`src/rtl/dma_chan_pkg.sv`:
```
// Shared constants and types for the DMA channel.
// Assumes 32-bit registers; control-word bit positions are fixed here.
package dma_chan_pkg;
    localparam int CTL_DIR_BIT   = 0;   // 1: memory to peripheral
    localparam int CTL_DEC_BIT   = 1;   // 1: address steps down
    localparam int CTL_SLICE_BIT = 9;   // 1: one block per request
    localparam int CTL_BUSY_BIT  = 24;  // start / busy
    localparam int COUNT_LSB     = 16;  // block count field position

    localparam logic [1:0] SEL_BASE = 2'd0;
    localparam logic [1:0] SEL_BLK  = 2'd1;
    localparam logic [1:0] SEL_CTL  = 2'd2;

    typedef enum logic [1:0] {
        ST_IDLE = 2'd0,
        ST_WAIT = 2'd1,
        ST_MEM  = 2'd2,
        ST_PER  = 2'd3
    } seq_state_t;
endpackage

```
`src/rtl/dma_chan_regs.sv`:
```
// Register file of the channel: start address, block layout, control.
// Writes are accepted only while idle; a control write with the busy bit
// set raises busy and a one-cycle start pulse. Busy drops on finish_i.
module dma_chan_regs
    import dma_chan_pkg::*;
#(
    parameter int SIZE_W  = 16,
    parameter int COUNT_W = 16
) (
    input  logic               clk,
    input  logic               rst_n,
    input  logic               cfg_we,
    input  logic [1:0]         cfg_sel,
    input  logic [31:0]        cfg_wdata,
    output logic [31:0]        cfg_rdata,
    input  logic               finish_i,
    output logic               start_o,
    output logic               busy_o,
    output logic [31:0]        base_o,
    output logic [SIZE_W-1:0]  size_o,
    output logic [COUNT_W-1:0] count_o,
    output logic               m2p_o,
    output logic               dec_o,
    output logic               slice_o
);
    localparam logic [31:0] BUSY_MASK = 32'h1 << CTL_BUSY_BIT;

    logic [31:0] base_q, blk_q, ctl_q;
    logic        busy_q, start_q;
    logic        wr_ok;

    assign wr_ok = cfg_we && !busy_q;

    // Register writes, busy tracking and start pulse.
    always_ff @(posedge clk) begin
        if (!rst_n) begin
            base_q  <= '0;
            blk_q   <= '0;
            ctl_q   <= '0;
            busy_q  <= 1'b0;
            start_q <= 1'b0;
        end else begin
            start_q <= 1'b0;
            if (wr_ok) begin
                case (cfg_sel)
                    SEL_BASE: base_q <= cfg_wdata;
                    SEL_BLK:  blk_q  <= cfg_wdata;
                    SEL_CTL: begin
                        ctl_q   <= cfg_wdata & ~BUSY_MASK;
                        busy_q  <= cfg_wdata[CTL_BUSY_BIT];
                        start_q <= cfg_wdata[CTL_BUSY_BIT];
                    end
                    default: ;
                endcase
            end else if (finish_i) begin
                busy_q <= 1'b0;
            end
        end
    end

    // Readback multiplexer with live busy bit.
    always_comb begin
        case (cfg_sel)
            SEL_BASE: cfg_rdata = base_q;
            SEL_BLK:  cfg_rdata = blk_q;
            SEL_CTL:  cfg_rdata = ctl_q | (busy_q ? BUSY_MASK : 32'h0);
            default:  cfg_rdata = '0;
        endcase
    end

    assign start_o = start_q;
    assign busy_o  = busy_q;
    assign base_o  = base_q;
    assign size_o  = blk_q[SIZE_W-1:0];
    assign count_o = blk_q[COUNT_LSB +: COUNT_W];
    assign m2p_o   = ctl_q[CTL_DIR_BIT];
    assign dec_o   = ctl_q[CTL_DEC_BIT];
    assign slice_o = ctl_q[CTL_SLICE_BIT];

    AST_BUSY_CLEAR: assert property (@(posedge clk) disable iff (!rst_n)
        finish_i |=> !busy_q);
    AST_CFG_LOCK: assert property (@(posedge clk) disable iff (!rst_n)
        (busy_q && cfg_we) |=> ($stable(base_q) && $stable(blk_q) && $stable(ctl_q)));
endmodule

```
`src/rtl/dma_chan_cnt.sv`:
```
// Address and length counters of the channel.
// Loads on start_i; steps one word per step_i. A zero block size stands
// for 2^SIZE_W words and a zero block count for one block.
module dma_chan_cnt #(
    parameter int ADDR_W  = 32,
    parameter int DATA_W  = 32,
    parameter int SIZE_W  = 16,
    parameter int COUNT_W = 16
) (
    input  logic               clk,
    input  logic               rst_n,
    input  logic               load_i,
    input  logic               step_i,
    input  logic [ADDR_W-1:0]  base_i,
    input  logic [SIZE_W-1:0]  size_i,
    input  logic [COUNT_W-1:0] count_i,
    input  logic               dec_i,
    output logic [ADDR_W-1:0]  addr_o,
    output logic               last_word_o,
    output logic               last_block_o
);
    localparam logic [ADDR_W-1:0]  STEP      = ADDR_W'(DATA_W / 8);
    localparam logic [SIZE_W:0]    WORD_ONE  = (SIZE_W+1)'(1);
    localparam logic [COUNT_W:0]   BLOCK_ONE = (COUNT_W+1)'(1);

    logic [ADDR_W-1:0] addr_q;
    logic [SIZE_W:0]   word_left;
    logic [COUNT_W:0]  blk_left;
    logic [SIZE_W:0]   size_eff;
    logic [COUNT_W:0]  count_eff;

    assign size_eff  = (size_i  == '0) ? {1'b1, {SIZE_W{1'b0}}} : {1'b0, size_i};
    assign count_eff = (count_i == '0) ? BLOCK_ONE : {1'b0, count_i};

    // Address stepping and remaining-length bookkeeping.
    always_ff @(posedge clk) begin
        if (!rst_n) begin
            addr_q    <= '0;
            word_left <= '0;
            blk_left  <= '0;
        end else if (load_i) begin
            addr_q    <= base_i;
            word_left <= size_eff;
            blk_left  <= count_eff;
        end else if (step_i) begin
            addr_q <= dec_i ? (addr_q - STEP) : (addr_q + STEP);
            if (word_left == WORD_ONE) begin
                word_left <= size_eff;
                blk_left  <= blk_left - BLOCK_ONE;
            end else begin
                word_left <= word_left - WORD_ONE;
            end
        end
    end

    assign addr_o       = addr_q;
    assign last_word_o  = (word_left == WORD_ONE);
    assign last_block_o = (blk_left == BLOCK_ONE);

    AST_ADDR_STEP: assert property (@(posedge clk) disable iff (!rst_n)
        (step_i && !load_i) |=> ((addr_q == $past(addr_q) + STEP) || (addr_q == $past(addr_q) - STEP)));
    AST_LOAD_NONZERO: assert property (@(posedge clk) disable iff (!rst_n)
        load_i |=> (word_left != '0 && blk_left != '0));
endmodule

```
`src/rtl/dma_chan_seq.sv`:
```
// Transfer sequencer: waits for a data request, then runs one word at a
// time through a memory access and a peripheral strobe in the order the
// direction needs. Burst continues across blocks; slice returns to wait.
// Assumes the peripheral accepts or supplies a word on every strobe.
module dma_chan_seq
    import dma_chan_pkg::*;
#(
    parameter int DATA_W = 32
) (
    input  logic              clk,
    input  logic              rst_n,
    input  logic              start_i,
    input  logic              dreq_i,
    input  logic              m2p_i,
    input  logic              slice_i,
    input  logic              last_word_i,
    input  logic              last_block_i,
    input  logic              mem_gnt_i,
    input  logic [DATA_W-1:0] mem_rdata_i,
    input  logic [DATA_W-1:0] per_rdata_i,
    output logic              mem_req_o,
    output logic              mem_we_o,
    output logic [DATA_W-1:0] mem_wdata_o,
    output logic              per_stb_o,
    output logic [DATA_W-1:0] per_wdata_o,
    output logic              step_o,
    output logic              finish_o,
    output logic              irq_o
);
    seq_state_t        st_q, st_nx, first_st;
    logic [DATA_W-1:0] data_q;
    logic              irq_q;

    assign first_st = m2p_i ? ST_MEM : ST_PER;
    assign step_o   = ((st_q == ST_MEM) && mem_gnt_i && !m2p_i)
                   || ((st_q == ST_PER) && m2p_i);
    assign finish_o = step_o && last_word_i && last_block_i;

    // Next-state selection.
    always_comb begin
        st_nx = st_q;
        case (st_q)
            ST_IDLE: if (start_i) st_nx = ST_WAIT;
            ST_WAIT: if (dreq_i)  st_nx = first_st;
            ST_MEM:  if (mem_gnt_i) st_nx = m2p_i ? ST_PER : ST_IDLE;
            ST_PER:  st_nx = m2p_i ? ST_IDLE : ST_MEM;
            default: st_nx = ST_IDLE;
        endcase
        if (step_o) begin
            if (finish_o)                  st_nx = ST_IDLE;
            else if (last_word_i && slice_i) st_nx = ST_WAIT;
            else                           st_nx = first_st;
        end
    end

    // State, word holding register and interrupt pulse.
    always_ff @(posedge clk) begin
        if (!rst_n) begin
            st_q   <= ST_IDLE;
            data_q <= '0;
            irq_q  <= 1'b0;
        end else begin
            st_q  <= st_nx;
            irq_q <= finish_o;
            if ((st_q == ST_MEM) && mem_gnt_i && m2p_i)
                data_q <= mem_rdata_i;
            else if ((st_q == ST_PER) && !m2p_i)
                data_q <= per_rdata_i;
        end
    end

    assign mem_req_o   = (st_q == ST_MEM);
    assign mem_we_o    = !m2p_i;
    assign mem_wdata_o = data_q;
    assign per_stb_o   = (st_q == ST_PER);
    assign per_wdata_o = data_q;
    assign irq_o       = irq_q;

    AST_IRQ_PULSE: assert property (@(posedge clk) disable iff (!rst_n)
        irq_q |=> !irq_q);
    AST_IDLE_QUIET: assert property (@(posedge clk) disable iff (!rst_n)
        (st_q == ST_IDLE || st_q == ST_WAIT) |-> (!mem_req_o && !per_stb_o));
    AST_SLICE_WAIT: assert property (@(posedge clk) disable iff (!rst_n)
        (step_o && last_word_i && !last_block_i && slice_i) |=> (st_q == ST_WAIT));
endmodule

```
`src/rtl/dma_chan.sv`:
```
// Top of the DMA channel: register file, counters and sequencer.
// Assumes memory read data is valid in the cycle the grant is high.
module dma_chan #(
    parameter int SIZE_W  = 16,
    parameter int COUNT_W = 16
) (
    input  logic        clk,
    input  logic        rst_n,
    input  logic        cfg_we,
    input  logic [1:0]  cfg_sel,
    input  logic [31:0] cfg_wdata,
    output logic [31:0] cfg_rdata,
    input  logic        dreq,
    output logic        mem_req,
    output logic        mem_we,
    output logic [31:0] mem_addr,
    output logic [31:0] mem_wdata,
    input  logic        mem_gnt,
    input  logic [31:0] mem_rdata,
    output logic        per_stb,
    output logic [31:0] per_wdata,
    input  logic [31:0] per_rdata,
    output logic        irq_done
);
    localparam int ADDR_W = 32;
    localparam int DATA_W = 32;

    logic               start, busy, finish, step;
    logic               m2p, dec, slice, last_word, last_block;
    logic [ADDR_W-1:0]  base;
    logic [SIZE_W-1:0]  size;
    logic [COUNT_W-1:0] count;

    dma_chan_regs #(.SIZE_W(SIZE_W), .COUNT_W(COUNT_W)) u_regs (
        .clk(clk), .rst_n(rst_n),
        .cfg_we(cfg_we), .cfg_sel(cfg_sel), .cfg_wdata(cfg_wdata), .cfg_rdata(cfg_rdata),
        .finish_i(finish), .start_o(start), .busy_o(busy),
        .base_o(base), .size_o(size), .count_o(count),
        .m2p_o(m2p), .dec_o(dec), .slice_o(slice)
    );

    dma_chan_cnt #(.ADDR_W(ADDR_W), .DATA_W(DATA_W), .SIZE_W(SIZE_W), .COUNT_W(COUNT_W)) u_cnt (
        .clk(clk), .rst_n(rst_n),
        .load_i(start), .step_i(step),
        .base_i(base), .size_i(size), .count_i(count), .dec_i(dec),
        .addr_o(mem_addr), .last_word_o(last_word), .last_block_o(last_block)
    );

    dma_chan_seq #(.DATA_W(DATA_W)) u_seq (
        .clk(clk), .rst_n(rst_n),
        .start_i(start), .dreq_i(dreq), .m2p_i(m2p), .slice_i(slice),
        .last_word_i(last_word), .last_block_i(last_block),
        .mem_gnt_i(mem_gnt), .mem_rdata_i(mem_rdata), .per_rdata_i(per_rdata),
        .mem_req_o(mem_req), .mem_we_o(mem_we), .mem_wdata_o(mem_wdata),
        .per_stb_o(per_stb), .per_wdata_o(per_wdata),
        .step_o(step), .finish_o(finish), .irq_o(irq_done)
    );

    AST_REQ_HOLD: assert property (@(posedge clk) disable iff (!rst_n)
        (mem_req && !mem_gnt) |=> (mem_req && $stable(mem_addr) && $stable(mem_wdata) && $stable(mem_we)));
    AST_NO_OVERLAP: assert property (@(posedge clk) disable iff (!rst_n)
        !(mem_req && per_stb));
    AST_ACTIVE_BUSY: assert property (@(posedge clk) disable iff (!rst_n)
        (mem_req || per_stb) |-> busy);
endmodule

```
`config.mk`:
```
export PLATFORM = sky130hd
export DESIGN_NAME = dma_chan
export DESIGN_NICKNAME = d
export VERILOG_FILES = /design/src/rtl/dma_chan_pkg.sv /design/src/rtl/dma_chan_regs.sv /design/src/rtl/dma_chan_cnt.sv /design/src/rtl/dma_chan_seq.sv /design/src/rtl/dma_chan.sv
export SDC_FILE = /design/constraint.sdc
export NUM_CORES = 1
export LEC_CHECK = 0
export ABC_CLOCK_PERIOD_IN_PS = 6600
export BUFFER_PORTS_ARGS = -buffer_cell sky130_fd_sc_hd__buf_2
export CORE_UTILIZATION = 45
export CTS_CLUSTER_SIZE = 12
export DETAILED_ROUTE_END_ITERATION = 10
export PLACE_DENSITY_LB_ADDON = 0.12
export SLEW_MARGIN = 30
export SYNTH_ARGS = -nofsm -noshare
export SYNTH_HDL_FRONTEND = slang
export SYNTH_SLANG_ARGS = --single-unit
```
`constraint.sdc`:
```
create_clock -name clk -period 6.6 [get_ports clk]
set_clock_uncertainty 0.05 [all_clocks]
set_input_delay 0.66 -clock clk [delete_from_list [all_inputs] [get_ports clk]]
set_output_delay 0.66 -clock clk [all_outputs]
set_load 0.02 [all_outputs]
```
# ---- Word level (Yosys, flattened, before mapping)
# Index checks and enable logic that the tools add are counted.
# W data, S select, Z words.
dict set report op_classes {
  add_sub_neg 4
  n_mul 0
  div_mod_pow 0
  order_cmp 0
  eq_ne 11
  n_shift 0
  n_mux 28
  bitwise 1
  reduce_logical 27
}
# cell n
set op_table {}
lappend op_table {{$mux W32} 5}
lappend op_table {{$mux W17} 7}
lappend op_table {{$pmux W32 S3} 1}
lappend op_table {{$eq A17 B1 Y1 const B} 2}
lappend op_table {{$sub A17 B1 Y17 const B} 2}
lappend op_table {{$add A32 B3 Y32 const B} 1}
lappend op_table {{$logic_not A16 Y1} 2}
lappend op_table {{$or A32 B32 Y32} 1}
lappend op_table {{$sub A32 B3 Y32 const B} 1}
lappend op_table {{$mux W25} 1}
lappend op_table {{$mux W16} 1}
lappend op_table {{$mux W2} 8}
lappend op_table {{$reduce_and A2 Y1} 5}
lappend op_table {{$logic_and A1 B1 Y1} 9}
lappend op_table {{$pmux W2 S4} 1}
lappend op_table {{$reduce_bool A2 Y1} 4}
lappend op_table {{$eq A2 B2 Y1 const B} 3}
lappend op_table {{$ne A3 B2 Y1 const B} 2}
lappend op_table {{$reduce_and A3 Y1} 2}
lappend op_table {{$eq A2 B1 Y1 const B} 2}
lappend op_table {{$logic_not A2 Y1} 2}
lappend op_table {{$mux W1} 4}
lappend op_table {{$ne A3 B1 Y1 const B} 1}
lappend op_table {{$logic_not A1 Y1} 2}
lappend op_table {{2 further kinds} 2}
dict set report word_totals {
  reg_bits 198
  latchBits 0
  ram_bits 0
  romBits 0
  n_memories 0
}

# ---- Logic depth before layout (Yosys ltp)
dict set report depth {
  word_depth 8
  ltp_mapped 10
  mapped_depth_nobuf 9
}

# ---- By module
# A second synthesis with hierarchy kept.
dict set report hier_totals {
  hier_cells 1300
  area_unflattened_um2 11312.1
}
# module instances cells_per_inst area_per_inst_um2 seq_area_each_um2
set by_module_without_submodules {}
lappend by_module_without_submodules {dma_chan_cnt 1 670 5230.0 1321.3}
lappend by_module_without_submodules {dma_chan_regs 1 427 4259.1 1941.9}
lappend by_module_without_submodules {dma_chan_seq 1 203 1823.0 700.7}

# ---- Least setup slack after synthesis
# Ideal clock, no wire load.
dict set report synth_timing {
  path_kind {register -> register}
  startpoint {register u_regs.ctl_q[1]}
  endpoint {register u_cnt.addr_q[28] (netlist: u_cnt.addr_o[28])}
  setup_ns 0.062
  arrival_time_ns 2.786
  required_time_ns 6.488
  path_slack_ns 3.702
  stages_incl_launch_ff 10
  n_path_buf 1
  synth_period_minus_slack_ns 2.898
  cell_sequence {dfxtp_1 -> ha_1 -> clkbuf_1 -> a21o_1 -> a211oi_1 -> o2bb2ai_1 -> o2111ai_4 -> o22ai_1 -> or4_1 -> nand3_1}
}
dict set report synth_between {
  elab_chain_len 3
}
# item line
set synth_rtl {}
lappend synth_rtl {{from (decl)} dma_chan_regs.sv:28} ;# logic [31:0] base_q, blk_q, ctl_q;
lappend synth_rtl {{from (signal assigned)} dma_chan_regs.sv:49} ;# ctl_q <= cfg_wdata & ~BUSY_MASK;
lappend synth_rtl {{$mux W32} dma_chan_cnt.sv:46} ;# addr_q <= dec_i ? (addr_q - STEP) : (addr_q + STEP);
lappend synth_rtl {{$mux W32} dma_chan_cnt.sv:45} ;# end else if (step_i) begin
lappend synth_rtl {{$mux W32} dma_chan_cnt.sv:41} ;# end else if (load_i) begin
lappend synth_rtl {{to (signal assigned)} dma_chan_cnt.sv:42} ;# addr_q <= base_i;
lappend synth_rtl {{to (signal assigned)} dma_chan_cnt.sv:46}
lappend synth_rtl {{to (decl)} dma_chan_cnt.sv:26} ;# logic [ADDR_W-1:0] addr_q;
# No other way between the ends. The select of a mux whose other input is x is not followed.
# A chain may end at the register's enable or synchronous reset.

# ---- Worst setup path in the final report
dict set report layout_timing {
  startpoint {input port cfg_sel[1]}
  endpoint {output port cfg_rdata[28]}
}
dict set report layout_between {
  elab_chain_len 2
}
# item line
set layout_rtl {}
lappend layout_rtl {{from (decl)} dma_chan.sv:10} ;# input logic [1:0] cfg_sel,
lappend layout_rtl {{$eq A2 B2 Y1, or another cell as far along} dma_chan_regs.sv:63} ;# case (cfg_sel)
lappend layout_rtl {{$pmux W32 S3 *} dma_chan_regs.sv:63}
lappend layout_rtl {{to (decl)} dma_chan.sv:12} ;# output logic [31:0] cfg_rdata,
# Mark *: on every way between the ends. The rest lies on a longest branch, timed or not.

==> flow_summary.toml <==
[worst_setup_path]
cp-endpoint = "cfg_rdata[28]"
crit_path_start = "cfg_sel[1]"
critPathKind = "in2out"
r2r_slack_ps = 3580
regToRegEndpoint = "u_cnt.addr_o[27]"
crit_arrival_ps = 2330
endpoint_kind = "output pin"
cp_max_fo = 37
start_kind = "input pin"
r2r_cells = 9
reg2reg_from = "u_regs.ctl_q[1]"
worstPathRequired_ps = 5890

[placement]
dp_slack_ps = 3560
dp_hpwl_microns = 23600
io_buffers = 234
place_congestion = 0.895
placedCellCount = 1892
placedInstanceArea_sq_um = 12000

[yosys]
ys_types = 74
synth_top_cell_by_area = "dfxtp_1"
synth_cells = 1455
ys_warn_count = 0
synth_area_sq_um = 10900
yosys-top-cells-area = "dfxtp_1, nand2_1, a21oi_1, o21ai_0, ha_1"
synth_top_area_share_pct = 36.4
synth_seq_cells = 198
synth-edff-count = 0
synth_common_cells = "nand2_1, a21oi_1, dfxtp_1, o21ai_0, clkbuf_1"
synth_async_sr_flop_share_pct = 0
syn_nets = 1591
seq_area_frac_synth_pct = 36.4
avgSynthCellArea_sq_um = 7.49
synth-main-ff-cell = "dfxtp_1"
synth_most_common_cell = "nand2_1"

[cells_and_area]
stdcell_area_sq_um = 12600
multi_input_area_sq_um = 6260
drive_gt1_share_pct = 19.6
fin_cells = 1924
fill_cells = 2319
final_util_pct = 53.4
nets = 1728
final-seq-area_sq_um = 3970
areaGrowthSynthToFinish_pct = 15.7
diodes = 0

[power_and_ir_drop]
p_per_area_nw_per_um2 = 205
p_sw_share_pct = 27.9
p_clk_share_pct = 40.7
p_leak_nw = 5.26
p_int_mw = 1.87
p_seq_share_pct = 48.5
p_total_mw = 2.59
p_switching_mw = 0.723
p_comb_share_pct = 10.9
peakVddDrop_mv = 0.179

[hold_path]
hold_path.class = "reg2reg"

[die]
initial_core_util_pct = 46.2
ioPinCount = 235
die-area_sq_um = 24900
die_w_microns = 158
core_sq_um = 23600
num_rows = 56
die_h_microns = 158

[cts]
cts_root_buf = "clkbuf_16"
cts_resized = 0
clk_latency_ps = 440
cts_setup_buffers = 0
htreeDepth = 4
cts_made_buffers = 17
cts_hold_buf = 0
cts_tree = "done"
cts.clk_slew.worst_paths_ps = 80
clock-sinks = 198
cts.path.max_buffers = 2

[timing]
fmax_mhz = 329
setup_viol = 0
post-route-period-util_pct = 46.0
worstMarginPinSlew_ps = 983
rsz0062_at_grt = "no"
tns_ps = 0
layout_setup_ws_ps = 3560
hold_viol_final = 0
whs_ps = 408
relSlewSlack_pct = 34.2
slew_violations = 0
fin_crit_ps = 3040

[global_route]
antenna_found_initial = 0
grt_pass1_wl_microns = 50200
grt_pass1_vias = 9281
grt_start_max_net_pins = 73
overflow = 0
grt_usage_pct = 25.9

[detailed_routing]
vias = 10838
wirelength_microns = 33100
drc_errors = 0
drt_iter0_markers = 986
wl_per_cell_microns = 17.2
postRouteAntennaNets = 0
vias_per_cell = 5.63
dr.pass1.iters = 7

[flow_run]
cap_viol_max_count = 0

[status]
status = "completed"
[metal layers]
metal | share of wire (%) | vias to the layer above | GRT usage, %
met5 | 0 | - | 0
li1 | - | 5378 | -
met1 | 50 | 5098 | 40.5
met3 | 6.5 | 35 | 3.94
met4 | 1.5 | 0 | 7.03
met2 | 42 | 327 | 36.0
[cells in the final DEF (no fill, tap or decap), drive strengths merged, types with 4 or more instances in the layout]
master / count
nand2: 332
buf: 252
a21oi: 230
dfxtp: 198
o21ai: 97
nor2: 76
a22oi: 41
mux2i: 37
ha: 32
inv: 28
nor3: 22
nand3: 18
clkbuf: 18
a211oi: 17
xnor2: 16
and3: 16
xor2: 15
nor4: 15
a21o: 13
nand4: 12
a31oi: 10
nor2b: 8
and2: 8
o22ai: 6
a41oi: 5
nand2b: 5
o21a: 5
nor3b: 5
or3: 4
o21bai: 4
o21ba: 4
[cells by family after synthesis]
logic type,synth area share (%)
muxes,3.40
AOI/OAI and AO/OA,25.5
adders and majority gates,3.86
buffers and inverters,6.50
DFF,36.4
and+or+nand+nor,21.9
xor gates and xnor gates,2.49
[area by class of cell]
cell class / instances / share of cell area (%)
clock buffers: 18 / 3.40
clock inverters: 14 / 1.25
inverters: 19 / 0.585
multi-input cells: 1104 / 49.7
flip-flops and latches: 198 / 31.4
well taps: 319 / 3.16
repair buffers: 252 / 10.5
[state kept, by name (all words and copies together) (netlist names)]
register and cells:
u_cnt.addr_o 32, u_regs.base_o 32, u_regs.blk_q 32, u_seq.mem_wdata_o 32
u_regs.ctl_q 31, u_cnt.blk_left 17, u_cnt.word_left 17, u_seq.st_q 2
u_regs.busy_o 1, u_regs.start_o 1, u_seq.irq_o 1
[power groups by stage]
stage / clock [mW] / sequential [mW] / combinational, mW
5_1_grt: 1.11 / 1.26 / 0.310
3_3_place_gp: 0 / 1.28 / 0.274
4_1_cts: 1.07 / 1.25 / 0.280
6_report: 1.05 / 1.25 / 0.282
3_5_place_dp: 0 / 1.28 / 0.278
2_1_floorplan: 0 / 1.27 / 0.181
[worst min-delay path by stage]
stage	start	to	slack, ps	cells past startpoint
2_1_floorplan	u_regs.ctl_q[10]	u_regs.ctl_q[10]	390	2
3_3_place_gp	u_regs.ctl_q[19]	u_regs.ctl_q[19]	390	2
3_5_place_dp	u_regs.ctl_q[16]	u_regs.ctl_q[16]	400	2
4_1_cts	u_regs.ctl_q[16]	u_regs.ctl_q[16]	410	2
5_1_grt	cfg_wdata[26]	u_regs.blk_q[26]	420	3
6_report	u_regs.ctl_q[16]	u_regs.ctl_q[16]	410	2
[critical path, cell delays in order]
cell and delay [ps]:
buf_2 450, nor2b_2 400, buf_4 340, nand2_1 80, o21ai_0 130, buf_2 240
No activity file was read; power rests on OpenSTA's default activity.
